==> src/rtl/dbgcon_pkg.sv <==
package dbgcon_pkg;

    localparam int unsigned REG_AW = 3;
    localparam int unsigned DIV_BYTES_W = 16;

    localparam logic [REG_AW-1:0] OFS_DATA   = 3'd0;
    localparam logic [REG_AW-1:0] OFS_ENABLE = 3'd1;
    localparam logic [REG_AW-1:0] OFS_FIFO   = 3'd2;
    localparam logic [REG_AW-1:0] OFS_LINE   = 3'd3;
    localparam logic [REG_AW-1:0] OFS_MODEM  = 3'd4;
    localparam logic [REG_AW-1:0] OFS_STATUS = 3'd5;

    localparam int unsigned STAT_RXRDY = 0;
    localparam int unsigned STAT_TXEMP = 5;

    localparam logic [3:0] INIT_LAST = 4'd8;

    typedef enum logic [2:0] {
        S_DIVGO, S_DIVWAIT, S_INIT, S_IDLE,
        S_TXPOLL, S_TXPUT, S_RXPOLL, S_RXGET
    } ctl_state_e;

    typedef struct packed {
        logic [REG_AW-1:0] addr;
        logic [7:0]        data;
    } reg_write_t;

    function automatic reg_write_t init_step(input logic [3:0] idx,
                                             input logic [DIV_BYTES_W-1:0] dv);
        reg_write_t w;
        case (idx)
            4'd0:    w = '{OFS_LINE,   8'h00};
            4'd1:    w = '{OFS_ENABLE, 8'hFF};
            4'd2:    w = '{OFS_ENABLE, 8'h00};
            4'd3:    w = '{OFS_LINE,   8'h80};
            4'd4:    w = '{OFS_DATA,   dv[7:0]};
            4'd5:    w = '{OFS_ENABLE, dv[15:8]};
            4'd6:    w = '{OFS_LINE,   8'h03};
            4'd7:    w = '{OFS_MODEM,  8'h03};
            default: w = '{OFS_FIFO,   8'h07};
        endcase
        return w;
    endfunction

endpackage

==> src/rtl/dbgcon_divider.sv <==
module dbgcon_divider #(
    parameter int unsigned DIVIDEND = 115200,
    parameter int unsigned DVS_W    = 17,
    parameter int unsigned OUT_W    = 16
) (
    input  logic             clk,
    input  logic             rst_n,
    input  logic             start,
    input  logic [DVS_W-1:0] divisor,
    output logic             done,
    output logic [OUT_W-1:0] quotient
);
    localparam int unsigned DVD_W = $clog2(DIVIDEND + 1);
    localparam int unsigned RW    = DVS_W + 1;
    localparam int unsigned CW    = $clog2(DVD_W + 1);
    localparam logic [DVD_W-1:0] DVD = DVD_W'(DIVIDEND);

    typedef struct packed {
        logic             busy;
        logic [CW-1:0]    cnt;
        logic [RW-1:0]    rem;
        logic [DVD_W-1:0] quo;
        logic             done;
    } div_t;

    div_t r_q, r_d;
    logic [RW-1:0] shifted;

    always_comb begin
        r_d      = r_q;
        r_d.done = 1'b0;
        shifted  = {r_q.rem[RW-2:0], r_q.quo[DVD_W-1]};
        if (start) begin
            r_d.busy = 1'b1;
            r_d.cnt  = CW'(DVD_W);
            r_d.rem  = '0;
            r_d.quo  = DVD;
        end else if (r_q.busy) begin
            r_d.quo = {r_q.quo[DVD_W-2:0], 1'b0};
            if (shifted >= {1'b0, divisor}) begin
                r_d.rem    = shifted - {1'b0, divisor};
                r_d.quo[0] = 1'b1;
            end else begin
                r_d.rem = shifted;
            end
            r_d.cnt = r_q.cnt - 1'b1;
            if (r_q.cnt == CW'(1)) begin
                r_d.busy = 1'b0;
                r_d.done = 1'b1;
            end
        end
    end

    always_ff @(posedge clk or negedge rst_n) begin
        if (!rst_n) r_q <= '0;
        else        r_q <= r_d;
    end

    assign done     = r_q.done;
    assign quotient = r_q.quo[OUT_W-1:0];

endmodule

==> src/rtl/dbgcon_busport.sv <==
module dbgcon_busport
    import dbgcon_pkg::*;
(
    input  logic              clk,
    input  logic              rst_n,
    input  logic              cmd_valid,
    input  logic              cmd_wr,
    input  logic [REG_AW-1:0] cmd_addr,
    input  logic [7:0]        cmd_wdata,
    output logic              cmd_ready,
    output logic              cmd_done,
    output logic [7:0]        cmd_rdata,
    output logic [REG_AW-1:0] bus_addr,
    output logic [7:0]        bus_wdata,
    output logic              bus_wr,
    output logic              bus_rd,
    input  logic [7:0]        bus_rdata,
    input  logic              bus_ready
);
    typedef enum logic [1:0] {P_IDLE, P_ACC, P_GAP} port_state_e;

    typedef struct packed {
        port_state_e       st;
        logic [REG_AW-1:0] addr;
        logic [7:0]        wdata;
        logic              wr;
        logic              rd;
    } port_t;

    port_t p_q, p_d;

    always_comb begin
        p_d = p_q;
        unique case (p_q.st)
            P_IDLE: if (cmd_valid) begin
                p_d.st    = P_ACC;
                p_d.addr  = cmd_addr;
                p_d.wdata = cmd_wdata;
                p_d.wr    = cmd_wr;
                p_d.rd    = !cmd_wr;
            end
            P_ACC: if (bus_ready) begin
                p_d.st = P_GAP;
                p_d.wr = 1'b0;
                p_d.rd = 1'b0;
            end
            default: p_d.st = P_IDLE;
        endcase
    end

    always_ff @(posedge clk or negedge rst_n) begin
        if (!rst_n) p_q <= '{st: P_IDLE, default: '0};
        else        p_q <= p_d;
    end

    assign cmd_ready = (p_q.st == P_IDLE);
    assign cmd_done  = (p_q.st == P_ACC) && bus_ready;
    assign cmd_rdata = bus_rdata;
    assign bus_addr  = p_q.addr;
    assign bus_wdata = p_q.wdata;
    assign bus_wr    = p_q.wr;
    assign bus_rd    = p_q.rd;

endmodule

==> src/rtl/dbgcon_uart_master.sv <==
module dbgcon_uart_master
    import dbgcon_pkg::*;
#(
    parameter int unsigned BASE_RATE  = 115200,
    parameter int unsigned RATE_W     = 17,
    parameter int unsigned RESET_RATE = 0,
    parameter int unsigned ZERO_DIV   = 12
) (
    input  logic              clk,
    input  logic              rst_n,
    input  logic              cfg_start,
    input  logic [RATE_W-1:0] cfg_rate,
    input  logic [7:0]        tx_byte,
    input  logic              tx_valid,
    output logic              tx_ready,
    input  logic              rx_valid,
    input  logic              rx_wait,
    output logic              rx_ready,
    output logic              rx_done,
    output logic              rx_hit,
    output logic [7:0]        rx_byte,
    output logic [REG_AW-1:0] bus_addr,
    output logic [7:0]        bus_wdata,
    output logic              bus_wr,
    output logic              bus_rd,
    input  logic [7:0]        bus_rdata,
    input  logic              bus_ready
);
    localparam logic [7:0] CH_LF = 8'h0A;
    localparam logic [7:0] CH_CR = 8'h0D;

    typedef struct packed {
        ctl_state_e             st;
        logic [3:0]             step;
        logic [7:0]             ch;
        logic                   blocking;
        logic                   pend;
        logic [RATE_W-1:0]      rate;
        logic [DIV_BYTES_W-1:0] dv;
        logic                   div_go;
        logic                   done;
        logic                   hit;
        logic [7:0]             data;
    } ctl_t;

    ctl_t c_q, c_d;

    logic                   cmd_valid, cmd_wr, cmd_ready, cmd_done;
    logic [REG_AW-1:0]      cmd_addr;
    logic [7:0]             cmd_wdata, cmd_rdata;
    logic                   div_done;
    logic [DIV_BYTES_W-1:0] div_quo;
    reg_write_t             iw;

    dbgcon_divider #(
        .DIVIDEND (BASE_RATE),
        .DVS_W    (RATE_W),
        .OUT_W    (DIV_BYTES_W)
    ) u_div (
        .clk      (clk),
        .rst_n    (rst_n),
        .start    (c_q.div_go),
        .divisor  (c_q.rate),
        .done     (div_done),
        .quotient (div_quo)
    );

    dbgcon_busport u_port (
        .clk       (clk),
        .rst_n     (rst_n),
        .cmd_valid (cmd_valid),
        .cmd_wr    (cmd_wr),
        .cmd_addr  (cmd_addr),
        .cmd_wdata (cmd_wdata),
        .cmd_ready (cmd_ready),
        .cmd_done  (cmd_done),
        .cmd_rdata (cmd_rdata),
        .bus_addr  (bus_addr),
        .bus_wdata (bus_wdata),
        .bus_wr    (bus_wr),
        .bus_rd    (bus_rd),
        .bus_rdata (bus_rdata),
        .bus_ready (bus_ready)
    );

    always_comb begin
        c_d        = c_q;
        c_d.done   = 1'b0;
        c_d.div_go = 1'b0;
        cmd_valid  = 1'b0;
        cmd_wr     = 1'b0;
        cmd_addr   = OFS_STATUS;
        cmd_wdata  = 8'h00;
        tx_ready   = 1'b0;
        rx_ready   = 1'b0;
        iw         = init_step(c_q.step, c_q.dv);

        unique case (c_q.st)
            S_DIVGO: begin
                c_d.div_go = 1'b1;
                c_d.st     = S_DIVWAIT;
            end
            S_DIVWAIT: if (div_done) begin
                c_d.dv   = (c_q.rate == '0) ? DIV_BYTES_W'(ZERO_DIV) : div_quo;
                c_d.step = '0;
                c_d.st   = S_INIT;
            end
            S_INIT: begin
                cmd_valid = !c_q.pend;
                cmd_wr    = 1'b1;
                cmd_addr  = iw.addr;
                cmd_wdata = iw.data;
            end
            S_IDLE: begin
                tx_ready = !cfg_start;
                rx_ready = !cfg_start && !tx_valid;
                if (cfg_start) begin
                    c_d.rate = cfg_rate;
                    c_d.st   = S_DIVGO;
                end else if (tx_valid) begin
                    c_d.ch = tx_byte;
                    c_d.st = S_TXPOLL;
                end else if (rx_valid) begin
                    c_d.blocking = rx_wait;
                    c_d.st       = S_RXPOLL;
                end
            end
            S_TXPUT: begin
                cmd_valid = !c_q.pend;
                cmd_wr    = 1'b1;
                cmd_addr  = OFS_DATA;
                cmd_wdata = c_q.ch;
            end
            S_RXGET: begin
                cmd_valid = !c_q.pend;
                cmd_addr  = OFS_DATA;
            end
            default: cmd_valid = !c_q.pend;
        endcase

        if (cmd_valid && cmd_ready) c_d.pend = 1'b1;

        if (cmd_done) begin
            c_d.pend = 1'b0;
            unique case (c_q.st)
                S_INIT: begin
                    if (c_q.step == INIT_LAST) c_d.st = S_IDLE;
                    else                       c_d.step = c_q.step + 1'b1;
                end
                S_TXPOLL: if (cmd_rdata[STAT_TXEMP]) c_d.st = S_TXPUT;
                S_TXPUT: begin
                    if (c_q.ch == CH_LF) begin
                        c_d.ch = CH_CR;
                        c_d.st = S_TXPOLL;
                    end else begin
                        c_d.st = S_IDLE;
                    end
                end
                S_RXPOLL: begin
                    if (cmd_rdata[STAT_RXRDY]) begin
                        c_d.st = S_RXGET;
                    end else if (!c_q.blocking) begin
                        c_d.done = 1'b1;
                        c_d.hit  = 1'b0;
                        c_d.data = 8'h00;
                        c_d.st   = S_IDLE;
                    end
                end
                S_RXGET: begin
                    c_d.done = 1'b1;
                    c_d.hit  = 1'b1;
                    c_d.data = cmd_rdata;
                    c_d.st   = S_IDLE;
                end
                default: ;
            endcase
        end
    end

    always_ff @(posedge clk or negedge rst_n) begin
        if (!rst_n) c_q <= '{st: S_DIVGO, rate: RATE_W'(RESET_RATE), default: '0};
        else        c_q <= c_d;
    end

    assign rx_done = c_q.done;
    assign rx_hit  = c_q.hit;
    assign rx_byte = c_q.data;

endmodule

==> config.mk <==
export PLATFORM = sky130hd
export DESIGN_NAME = dbgcon_uart_master
export DESIGN_NICKNAME = d
export VERILOG_FILES = /design/src/rtl/dbgcon_pkg.sv /design/src/rtl/dbgcon_divider.sv /design/src/rtl/dbgcon_busport.sv /design/src/rtl/dbgcon_uart_master.sv
export SDC_FILE = /design/constraint.sdc
export NUM_CORES = 1
export LEC_CHECK = 0
export CAP_MARGIN = 20
export CORE_MARGIN = 2
export CORE_UTILIZATION = 45
export DETAILED_ROUTE_END_ITERATION = 6
export DONT_BUFFER_PORTS = 1
export GPL_TIMING_DRIVEN = 1
export PLACE_DENSITY_LB_ADDON = 0.3
export SLEW_MARGIN = 20
export SYNTH_ARGS = -nofsm -noshare
export SYNTH_HDL_FRONTEND = slang
export SYNTH_SLANG_ARGS = --single-unit
==> constraint.sdc <==
create_clock -name clk -period 2.95 [get_ports clk]
set_input_delay 0.1475 -clock clk [delete_from_list [all_inputs] [get_ports clk]]
set_output_delay 0.1475 -clock clk [all_outputs]
set_load 0.005 [all_outputs]
==> summary.txt <==
Clock Latency Late Sink -> 420 ps
Total GRT Usage -> 20.2%
maxcap violations -> 0
DP HPWL -> 9340 um
Peak Freq -> 0.366 GHz
YS warnings -> 0
CP peak stage delay -> 400 ps
GP Congestion -> 0.865
# setup viols final -> 0
CTS tree -> done
drt pass-1 iters -> 7
Cell Chain, Critical Path -> ha_1, fa_1, nor2b_1, o31a_1, o21ai_1, a311o_1, and2_4, o31a_1, a211oi_1
RSZ-0062 raised after global routing -> no
CTS Root Cell -> clkbuf_16
Clk pwr share -> 24.1%
crit-path most repeated cell -> o31a_1
largest net degree at the start of global routing -> 118
PD cells -> 1290 nW/um^2
sequential share of the synthesized area -> 46.8%
First DRT Iteration DRCs -> 379
DRC Markers -> 0
Worst Path Required -> 3270 ps
Total Routed Length -> 14300 um
clock skew -> 6.95 ps
first-pass GRT wire length -> 23500 um
Cells after Synth -> 633
max_slew headroom -> 34.0%
Hold Fails Final Rpt -> 0
Hold Crit Class -> primary input to flip-flop
io pins -> 65
syn_nets -> 697
Logic pwr share -> 44.8%
CTS max path bufs -> 2
Yosys cell types -> 59
width of the die -> 122 um
share of layout cells above drive strength 1 -> 11.5%
Slew @ Worst Pin -> 986 ps
CP Launch Type -> flip-flop
Worst IR Drop VDD -> 0.573 mV
sw power -> 3.65 mW
CP endpoint kind -> flip-flop
WL met2 -> 6750 um
H-tree depth -> 4
Num CTS Buffers -> 17
Most used DFF post-synth -> dfrtp_1
leak pwr -> 3.33 nW
min Tclk post-route -> 2740 ps
fin worst setup slack -> 214 ps
Worst EP arrival -> 3050 ps
PostCTS Resize Cnt -> 0
top sig layer -> met4
Initial Utilization -> 45.6%
clock-pin slew on the worst setup and hold paths -> 50 ps
DRT antenna net count -> 0
utilization after layout -> 53.9%
asr flop ratio synth -> 100%
FF+latch count, synth -> 117
clock sinks -> 117
die area -> 14900 um^2
crit path max-delay cell type -> dfrtp_1
total gr overflow -> 0
P_int -> 5.87 mW
Vias/cell -> 5.67
Ant. Diodes -> 0
core box area -> 13700 um^2
Post-synth EDFFs -> 0
sequential power share -> 31.1%
initial antenna violation count -> 0
Net Sw Frac -> 38.3%
outcome -> finished clean
Row Count -> 43
M1 wire length -> 6540 um
Total Power -> 9.52 mW
Cell Area, Synth -> 6260 um^2
crit path from -> c_q[27]$_DFFE_PN0P_
via count -> 4810
HP Start -> tx_valid
Crit Reg-Reg Startpoint -> c_q[27]$_DFFE_PN0P_
met3 wire length -> 736 um
die height -> 122 um
vias in the first global route -> 4772
CP max FO -> 11
period utilization -> 92.7%
area delta synth->final -> 18.1%
dpl ws -> 145 ps
Avg Inst Size Synth -> 9.89 um^2
DR WL/cell -> 16.9 um
setup TNS -> 0 ps
port bufs -> 0
Total Nets Final -> 719
CP Class -> flip-flop to flip-flop
fin. max-slew vios -> 0
-- final timing paths --
kind | end | slack (ps) | cells past startpoint
min in group asynchronous | c_q[36]$_DFFE_PN0P_ | 320 | 2
setup / recovery | u_div.r_q[21]$_DFFE_PN0P_ | 210 | 9
setup reg to reg | u_div.r_q[21]$_DFFE_PN0P_ | 210 | 9
max in group asynchronous | u_div.r_q[41]$_DFF_PN0_ | 2090 | 2
hold reg to reg | c_q[44]$_DFFE_PN0P_ | 490 | 2
hold / removal | c_q[60]$_DFF_PN0_ | 20 | 2
-- cells by family after synthesis --
family	after synthesis	share of synthesized area [%]
XOR/XNOR	17	2.38
flip-flops	117	46.8
AO/OA/AOI/OAI	155	17.2
multiplexers	50	8.43
AND/OR/NAND/NOR	188	14.1
adder cells (fa/ha/maj)	24	4.92
buffers and inverters	82	6.23
-- stage by stage --
stage / cell area [um^2] / hold WS [ps] / std cells
6_report: 7390 / 23.5 / 848
5_1_grt: 7390 / 32.9 / 848
4_1_cts: 7380 / 10.5 / 847
3_5_place_dp: 6300 / -145 / 775
3_3_place_gp: 6300 / -145 / 775
2_1_floorplan: 6260 / -148 / 633
-- final cells by class --
type / count / area (um^2)
clock buffer: 20 / 467
clock inverter: 12 / 200
fill: 1205 / 6330
inverter: 34 / 128
multi-input combinational: 435 / 2950
sequential: 117 / 2930
tap: 180 / 225
timing repair buffer: 50 / 493
-- cells in the mapped netlist, types with 3 or more instances --
library cell    n  share of area [%]
buf_1           4               0.24
inv_1          30                1.8
xor2_1          7               0.98
nand2_1        57                3.4
mux2_2         22                4.0
o21a_1          5               0.60
o21ai_0        18                1.4
ha_1           23                4.6
nand2b_1        9               0.90
o31a_1          5               0.70
mux2i_1        28                4.5
dfrtp_1       117                 47
a21o_1          7               0.84
nand4_1         6               0.60
a211oi_1       19                2.3
xnor2_1        10                1.4
o221ai_1        3               0.42
nor3_1         10               0.80
o21ai_1        10               0.80
nor2b_1         5               0.50
or3_1           6               0.60
nor4b_1         4               0.56
nor2_1         54                3.2
clkbuf_1       23                1.4
buf_4          20                2.4
a22o_1         22                3.1
a31oi_1         8               0.80
nor4_1          8               0.80
nand3_1        20                1.6
a21oi_1        33                2.6
-- state kept, by name (all words and copies together), names as in the netlist, 2 cells and up --
register          flops
c_q                  51
rx_byte               8
u_div.quotient       16
u_div.r_q            24
u_port.bus_addr       3
u_port.bus_wdata      8
u_port.p_q            2
-- metal layers --
layer	GRT usage, %	vias to the layer above
met5	0	-
met4	7.97	0
met3	4.96	24
met2	32.2	138
met1	26.4	2344
li1	-	2304
-- power groups by stage --
stage	Combinational (mW)	Clock (mW)	Sequential [mW]
floorplan	3.64	0	2.70
global placement	3.98	0	2.95
detailed placement	4.11	0	2.97
CTS	4.22	2.33	2.95
global route	4.77	2.42	3.07
finish	4.27	2.29	2.96
-- worst max-delay path, delay by kind of cell, from the launching register on --
kind / cells / cell delay (ps)
AO/OA/AOI/OAI: 5 / 1170
adder cells (fa/ha/maj): 2 / 630
AND/OR/NAND/NOR: 2 / 430
flip-flops: 1 / 400
-- cell usage in the layout (no fill, tap or decap), types with 22 or more instances in the layout --
master,count
a21oi_1,33
a22o_1,22
dfrtp_1,116
dlygate4sd3_1,39
ha_1,23
inv_1,30
mux2_2,22
mux2i_1,28
nand2_1,57
nor2_1,54
-- timing repair --
action | in CTS | in global routing
setup endpoints to repair | 0 | 1
buffers inserted | 0 | 0
hold buffers | 40 | 0
hold endpoints to repair | 153 | 0
Note: power is estimated with default switching activity, not from simulation.
